[src/rtl/mbox_dispatch.sv]
module mbox_dispatch #(
  parameter int PAYLOAD_BYTES = 256
) (
  input  logic        clk,
  input  logic        rst_n,
  input  logic        cmd_wr,
  input  logic [31:0] cmd_wdata,
  input  logic        db_set,
  output logic        doorbell,
  output logic [31:0] cmd_reg,
  output logic [15:0] sts_reg,
  output logic        hnd_start,
  output logic [15:0] hnd_op,
  output logic [15:0] hnd_len,
  input  logic        hnd_done,
  input  logic [7:0]  hnd_rc,
  input  logic [15:0] hnd_olen
);

  localparam logic [15:0] PL_MAX     = 16'(PAYLOAD_BYTES);
  localparam logic [7:0]  RC_BADIN   = 8'h02;
  localparam logic [7:0]  RC_UNSUP   = 8'h03;
  localparam logic [7:0]  RC_INTERR  = 8'h04;
  localparam logic [7:0]  RC_BADLEN  = 8'h16;

  typedef enum logic [1:0] {S_IDLE, S_DECODE, S_BUSY, S_FIN} state_t;
  state_t state_q;

  logic        known, any_len;
  logic [15:0] exp_len;
  logic        len_ok, over;

  assign hnd_op  = cmd_reg[15:0];
  assign hnd_len = cmd_reg[31:16];

  always_comb begin
    known   = 1'b1;
    any_len = 1'b0;
    exp_len = 16'd0;
    case (hnd_op)
      16'h0100: exp_len = 16'd1;
      16'h0101: any_len = 1'b1;
      16'h0102: exp_len = 16'd0;
      16'h0103: exp_len = 16'd4;
      16'h0200: exp_len = 16'd0;
      16'h0300: exp_len = 16'd0;
      16'h0301: exp_len = 16'd8;
      16'h0400: exp_len = 16'd0;
      16'h0401: exp_len = 16'h18;
      16'h4000: exp_len = 16'd0;
      16'h4100: exp_len = 16'd0;
      16'h4102: exp_len = 16'd8;
      16'h4103: any_len = 1'b1;
      default:  known   = 1'b0;
    endcase
  end

  assign len_ok = any_len || (hnd_len == exp_len);
  assign over   = hnd_olen > PL_MAX;

  always_ff @(posedge clk) begin
    if (!rst_n) begin
      state_q   <= S_IDLE;
      doorbell  <= 1'b0;
      cmd_reg   <= '0;
      sts_reg   <= '0;
      hnd_start <= 1'b0;
    end else begin
      hnd_start <= 1'b0;
      case (state_q)
        S_IDLE: begin
          if (cmd_wr) cmd_reg <= cmd_wdata;
          if (db_set) begin
            doorbell <= 1'b1;
            state_q  <= S_DECODE;
          end
        end
        S_DECODE: begin
          if (!known) begin
            sts_reg <= {8'h00, RC_UNSUP};
            cmd_reg <= {hnd_len, 16'h0000};
            state_q <= S_FIN;
          end else if (!len_ok) begin
            sts_reg <= {8'h00, RC_BADLEN};
            cmd_reg <= {hnd_len, 16'h0000};
            state_q <= S_FIN;
          end else begin
            hnd_start <= 1'b1;
            state_q   <= S_BUSY;
          end
        end
        S_BUSY: begin
          if (hnd_done) begin
            sts_reg <= {8'h00, over ? RC_INTERR : hnd_rc};
            cmd_reg <= {over ? PL_MAX : hnd_olen, 16'h0000};
            state_q <= S_FIN;
          end
        end
        S_FIN: begin
          doorbell <= 1'b0;
          state_q  <= S_IDLE;
        end
        default: state_q <= S_IDLE;
      endcase
    end
  end

  logic unused_rc;
  assign unused_rc = ^RC_BADIN;

endmodule

[config.mk]
export PLATFORM = sky130hd
export DESIGN_NAME = mbox_dispatch
export DESIGN_NICKNAME = d
export VERILOG_FILES = /design/src/rtl/mbox_dispatch.sv
export SDC_FILE = /design/constraint.sdc
export NUM_CORES = 1
export LEC_CHECK = 0
export ABC_CLOCK_PERIOD_IN_PS = 2900
export BUFFER_PORTS_ARGS = -buffer_cell sky130_fd_sc_hd__buf_2
export CAP_MARGIN = 15
export CORE_ASPECT_RATIO = 1.5
export CORE_MARGIN = 2
export CORE_UTILIZATION = 35
export DETAILED_ROUTE_END_ITERATION = 8
export PLACE_DENSITY_LB_ADDON = 0.25
export SYNTH_ARGS = -nofsm -noshare
export SYNTH_HDL_FRONTEND = slang
export SYNTH_SLANG_ARGS = --single-unit
[constraint.sdc]
create_clock -name clk -period 2.9 [get_ports clk]
set_input_delay 0 -clock clk [delete_from_list [all_inputs] [get_ports clk]]
set_output_delay 0 -clock clk [all_outputs]
set_load 0.005 [all_outputs]
# --- Word level (Yosys, flattened, before mapping) ---
# Index checks and enable logic that the tools add are counted.
totals:
  output_inout_bits: 82
  in_bits: 61
  wordCells: 66
  register_bits: 52
op_classes:
  n_reduce_logical: 15
  bitwise_logic: 1
  magnitude_cmp: 1
  n_eq_ne: 21
  mux: 22
op_table:
  columns: ["operator", "count"]
  rows:
  - ["two-way mux 16 bit", 6]
  - ["one-hot mux 32 bit (3 select lines)", 1]
  - ["equality test 16 x 15 -> 1 bit, second input constant", 4]
  - ["equality test 16 x 9 -> 1 bit, second input constant", 4]
  - ["two-way mux 32 bit", 2]
  - ["equality test 16 x 10 -> 1 bit, second input constant", 3]
  - ["equality test 16 x 11 -> 1 bit, second input constant", 2]
  - ["one-hot mux 16 bit (2 select lines)", 1]
  - ["one-hot mux 5 bit (4 select lines)", 1]
  - ["equality test 16 bit", 1]
  - ["greater-than comparator 16 x 9 -> 1 bit, second input constant", 1]
  - ["OR reduction 13 bit", 1]
  - ["two-way mux 8 bit", 1]
  - ["one-hot mux 2 bit (4 select lines)", 1]
  - ["AND reduction 4 bit", 2]
  - ["two-way mux 1 bit", 6]
  - ["!= test 2 bit, second input constant", 3]
  - ["AND reduction 3 bit", 2]
  - ["nonzero test 2 bit", 3]
  - ["equality test 2 bit, second input constant", 2]
  - ["two-way mux 2 bit", 2]
  - ["AND reduction 2 bit", 2]
  - ["OR reduction 2 bit", 2]
  - ["!= test 3 bit, second input constant", 1]
  - ["other kinds (6)", 6]

# --- Logic depth before layout (Yosys ltp) ---
depth:
  word_depth: 8
  depth_mapped: 9
  mapped_depth_nobuf: 7

# --- Worst setup path before layout ---
# No wires, ideal clock.
synth_timing:
  path_type: "reg-to-reg"
  start: "register cmd_reg[14]"
  end: "register cmd_reg[10]"
  stages_incl_launch_ff: 10
  period_less_slack_ns: 2.289
  arrival_time_ns: 2.172
  path_buffers: 2
  setup_ns: 0.117
  path_slack_ns: 0.611
  required_time_ns: 2.783
  path_cell_list: "dfxtp_1 buf_6 or4b_1 o21a_1 nor3_2 o211ai_2 o21ai_2 nor4_4 buf_6 a22o_1"
synth_between:
  elab_chain_len: 7
  elab_cells_between_ends: 25
  cone_classes: "eq/ne: 15; mux: 5; reduce/logical: 5"
synth_rtl:
  columns: ["item", "line", "text"]
  rows:
  - ["from (decl)", "10", "output logic [31:0] cmd_reg,"]
  - ["from (signal assigned)", "72", "if (cmd_wr) cmd_reg <= cmd_wdata;"]
  - ["from (signal assigned)", "81", "cmd_reg <= {hnd_len, 16'h0000};"]
  - ["from (signal assigned)", "85", "cmd_reg <= {hnd_len, 16'h0000};"]
  - ["equality test 16 x 15 -> 1 bit / equality test 16 x 10 -> 1 bit (equally long branches)", "40", "case (hnd_op)"]
  - ["OR reduction 2 bit (no line)", null, null]
  - ["one-hot mux 5 bit (4 select lines)", "40", null]
  - ["equality test 16 bit", "58", "assign len_ok = any_len || (hnd_len == exp_len);"]
  - ["logical OR 1 bit", "58", null]
  - ["!= test 3 bit (no line)", null, null]
  - ["AND reduction 4 bit (no line)", null, null]
# Several ways; a longest one is shown, not always the timed one.
# A chain may end at the register's enable or synchronous reset.

# --- Final worst setup path ---
layout_timing:
  start: "register cmd_reg[3]"
  end: "register sts_reg[7]"
layout_between:
  elab_chain_len: 7
  elab_cells_between_ends: 25
  cone_classes: "eq/ne: 15; mux: 5; reduce/logical: 5"
layout_rtl:
  columns: ["item", "line", "text"]
  rows:
  - ["equality test 16 x 15 -> 1 bit / equality test 16 x 10 -> 1 bit (equally long branches)", "40", null]
  - ["OR reduction 2 bit (no line)", null, null]
  - ["one-hot mux 5 bit (4 select lines)", "40", null]
  - ["equality test 16 bit", "58", null]
  - ["logical OR 1 bit", "58", null]
  - ["!= test 3 bit (no line)", null, null]
  - ["AND reduction 3 bit (no line)", null, null]
  - ["to (signal assigned)", "80", "sts_reg <= {8'h00, RC_UNSUP};"]
  - ["to (signal assigned)", "84", "sts_reg <= {8'h00, RC_BADLEN};"]
  - ["to (signal assigned)", "94", "sts_reg <= {8'h00, over ? RC_INTERR : hnd_rc};"]
  - ["to (decl)", "11", "output logic [15:0] sts_reg,"]
# Several ways; a longest one is shown, not always the timed one.

==> metrics.yaml <==
critical_path:
  critPathKind: "register to register"
  cp-end-kind: "register"
  arrival_ps: 2680
  path_cells: "or4_4 > nor4_2 > nand3_1 > o211ai_1 > o21ba_2 > and3_1 > a22o_1"
  r2r_slack_ps: 410
  cp.required_ps: 3090
  cp_num_buf_inv: 0
  cpMaxStageDelayCell: "or4_4"
  slowest_delay_ps: 560
  reg2reg_from: "cmd_reg[3]"
  crit_family: "simple AND/OR/NAND/NOR gates"
  crit_path_start: "cmd_reg[3]"
  start_kind: "register"
  crit_fanout: 6
  r2r_cells: 7
  rr_endpoint: "sts_reg[7]"
global_routing:
  grt_remaining_overflow: 0
  grt.busiest_layer: "met2"
  grt_usage: 0.181
  grt_pass1_vias: 2310
  use_met2: 0.341
  met1_usage: 0.195
  antenna_found_initial: 0
  grt_max_degree: 22
  grt_pass1_wl_um: 11200
  grtUsageMet3: 0.0281
cells_and_area:
  areaGrowthSynthToFinish_pct: 34.6
  final_cell_mix: "buf_2, dfxtp_1, dlygate4sd3_1"
  layout_commonest_cell: "buf_2"
  diodes: 0
  nets: 473
  drive_gt1_frac: 0.394
  finalNonFillerCells: 487
  fill_cells: 680
  largest_register_ffs: 32
floorplanning:
  core_mm2: 0.00690
  die_y_um: 108
  start_util: 0.363
  die-width_um: 73.0
  top_level_ports: 143
  die-area_mm2: 0.00786
  rows: 37
cts:
  cts_buffers: 5
  cts_root_buffer: "clkbuf_8"
  cts_resized: 0
  clock-sinks: 44
  htreeDepth: 2
  clkSlewWorstSetupHoldPaths_ps: 90
  insertion_delay_ps: 300
  cts_tree: "yes"
  cts_buffer_depth: 2
routing:
  first_pass_iters: 4
  final_antenna_net_count: 0
  drc: 0
  vias: 2514
  wire_per_inst_um: 14.6
  totalWireLength_um: 7130
  drtIter0Drc: 62
  vias_per_cell: 5.16
place:
  dpl.hpwl_um: 5290
  port_buffers: 134
  place_congestion: 0.769
  place_inst: 448
power_and_ir_drop:
  p_per_area_mw_per_mm2: 958
  p_leak_nw: 1.66
  peakVddDrop_v: 0.000359
logic_synthesis:
  synth_area_per_cell_um2: 8.94
  synth_edf_count: 0
  ys_seq_area_frac: 0.352
  ys_types: 57
  netlist_area_mm2: 0.00250
  netlist_instances: 280
  yosys_most_used_dff: "dfxtp_1"
  yosys_warnings: 0
  synth-seq-cells: 44
  synthArstFlopShare: 0
sta:
  fin_crit_sh: 0.857
  finalMaxSlewViolations: 0
  skew_ps: 8.49
  worst-slew-pin-transition_ps: 726
  fin_crit_ps: 2490
  tns_ps: 0
  clock.fmax_ghz: 0.402
  rsz0062_at_grt: "false"
  finalHoldViolations: 0
  setup_violations: 0
  slew_headroom: 0.515
min_path:
  holdPathEnd: "cmd_reg[21]"
  min_from: "cmd_wdata[21]"
  min_path_cells: 3
  worst_hold_path_type: "primary input to register"
run:
  drv_cap: 0
status:
  outcome: "finished, final reports clean"
==> cells in the mapped netlist (all sizes together) (2+ instances only) <==
cell type,count,share of area
buf,46,0.14
dfxtp,44,0.35
nor2,19,0.029
a22o,17,0.059
nand2,13,0.020
nor3,13,0.028
a21oi,12,0.024
nand3,10,0.020
o21ai,9,0.020
a221oi,8,0.028
clkbuf,8,0.020
nor4,8,0.029
inv,7,0.011
and2,6,0.016
o211ai,5,0.019
and3,4,0.011
ha,4,0.020
o21a,4,0.013
a32o,3,0.012
nor3b,3,0.011
o31a,3,0.011
or4,3,0.010
or4b,3,0.012
a21o,2,0.0060
a311oi,2,0.0070
and3b,2,0.0070
mux2i,2,0.0080
nand2b,2,0.0050
o211a,2,0.0080
xnor2,2,0.0070
==> logic make-up (layout without fill, tap and decap cells) <==
| kind of cell | count (synthesis) | after routing | share of synthesized area |
|---|---|---|---|
| flops | 44 | 44 | 0.352 |
| other cells | 1 | 8 | 0.00150 |
| buf+inv | 61 | 183 | 0.167 |
| xor+xnor | 2 | 2 | 0.00700 |
| compound gates | 76 | 76 | 0.236 |
| simple gates | 90 | 90 | 0.209 |
| mux | 2 | 2 | 0.00800 |
| fa+ha+maj | 4 | 4 | 0.0200 |
==> worst min-delay path: stages <==
cell and delay (ps):
buf_2 80, a221oi_1 70, nor3_1 110
==> routing by layer <==
| layer | share of wire | up-vias |
|---|---|---|
| li1 | - | 1242 |
| met1 | 0.40 | 1187 |
| met2 | 0.54 | 73 |
| met3 | 0.037 | 12 |
| met4 | 0.020 | 0 |
| met5 | 0 | - |
==> cell type report <==
class / count / area, um2 / share of cell area
inverters: 7 / 26.3 / 0.00780
clock inverters: 3 / 46.3 / 0.0137
repair buffers: 168 / 1010 / 0.301
multi-input cells: 182 / 1230 / 0.367
flip-flops and latches: 44 / 881 / 0.262
well taps: 78 / 97.6 / 0.0290
clock buffers: 5 / 68.8 / 0.0204
==> how the worst max path moves through the flow <==
stage,slack (ps),endpoint,depth (start not counted)
6_report,410,sts_reg[7],7
5_1_grt,240,sts_reg[4],7
4_1_cts,150,cmd_reg[13],7
3_5_place_dp,200,cmd_reg[13],7
3_3_place_gp,220,cmd_reg[11],7
2_1_floorplan,610,cmd_reg[10],9
==> power breakdown <==
| group | leakage [nW] | total [mW] | internal [mW] | switching [mW] |
|---|---|---|---|---|
| logic | 1.24 | 1.69 | 0.795 | 0.894 |
| clock network | 0.0548 | 0.479 | 0.260 | 0.219 |
| registers | 0.361 | 1.06 | 0.808 | 0.251 |
| total | 1.66 | 3.23 | 1.86 | 1.36 |
==> repair_timing <==
item	CTS	global route
setup buffers	0	1
setup endpoints to repair	0	16
endpoints found under the hold margin	30	0
hold buffers	30	0
==> per-stage QoR <==
step / utilization / power (mW) / setup slack [ps] / cell area, um2 / hold slack (ps)
2_1_floorplan: - / 2.30 / 611 / 2530 / 126
3_3_place_gp: 0.425 / 2.69 / 223 / 2930 / 210
3_5_place_dp: 0.425 / 2.71 / 197 / 2930 / 219
4_1_cts: 0.485 / 3.23 / 149 / 3350 / 11.0
5_1_grt: 0.488 / 3.49 / 245 / 3370 / 10.7
6_report: 0.488 / 3.23 / 415 / 3370 / 14.3
(Power assumes the default switching activity.)
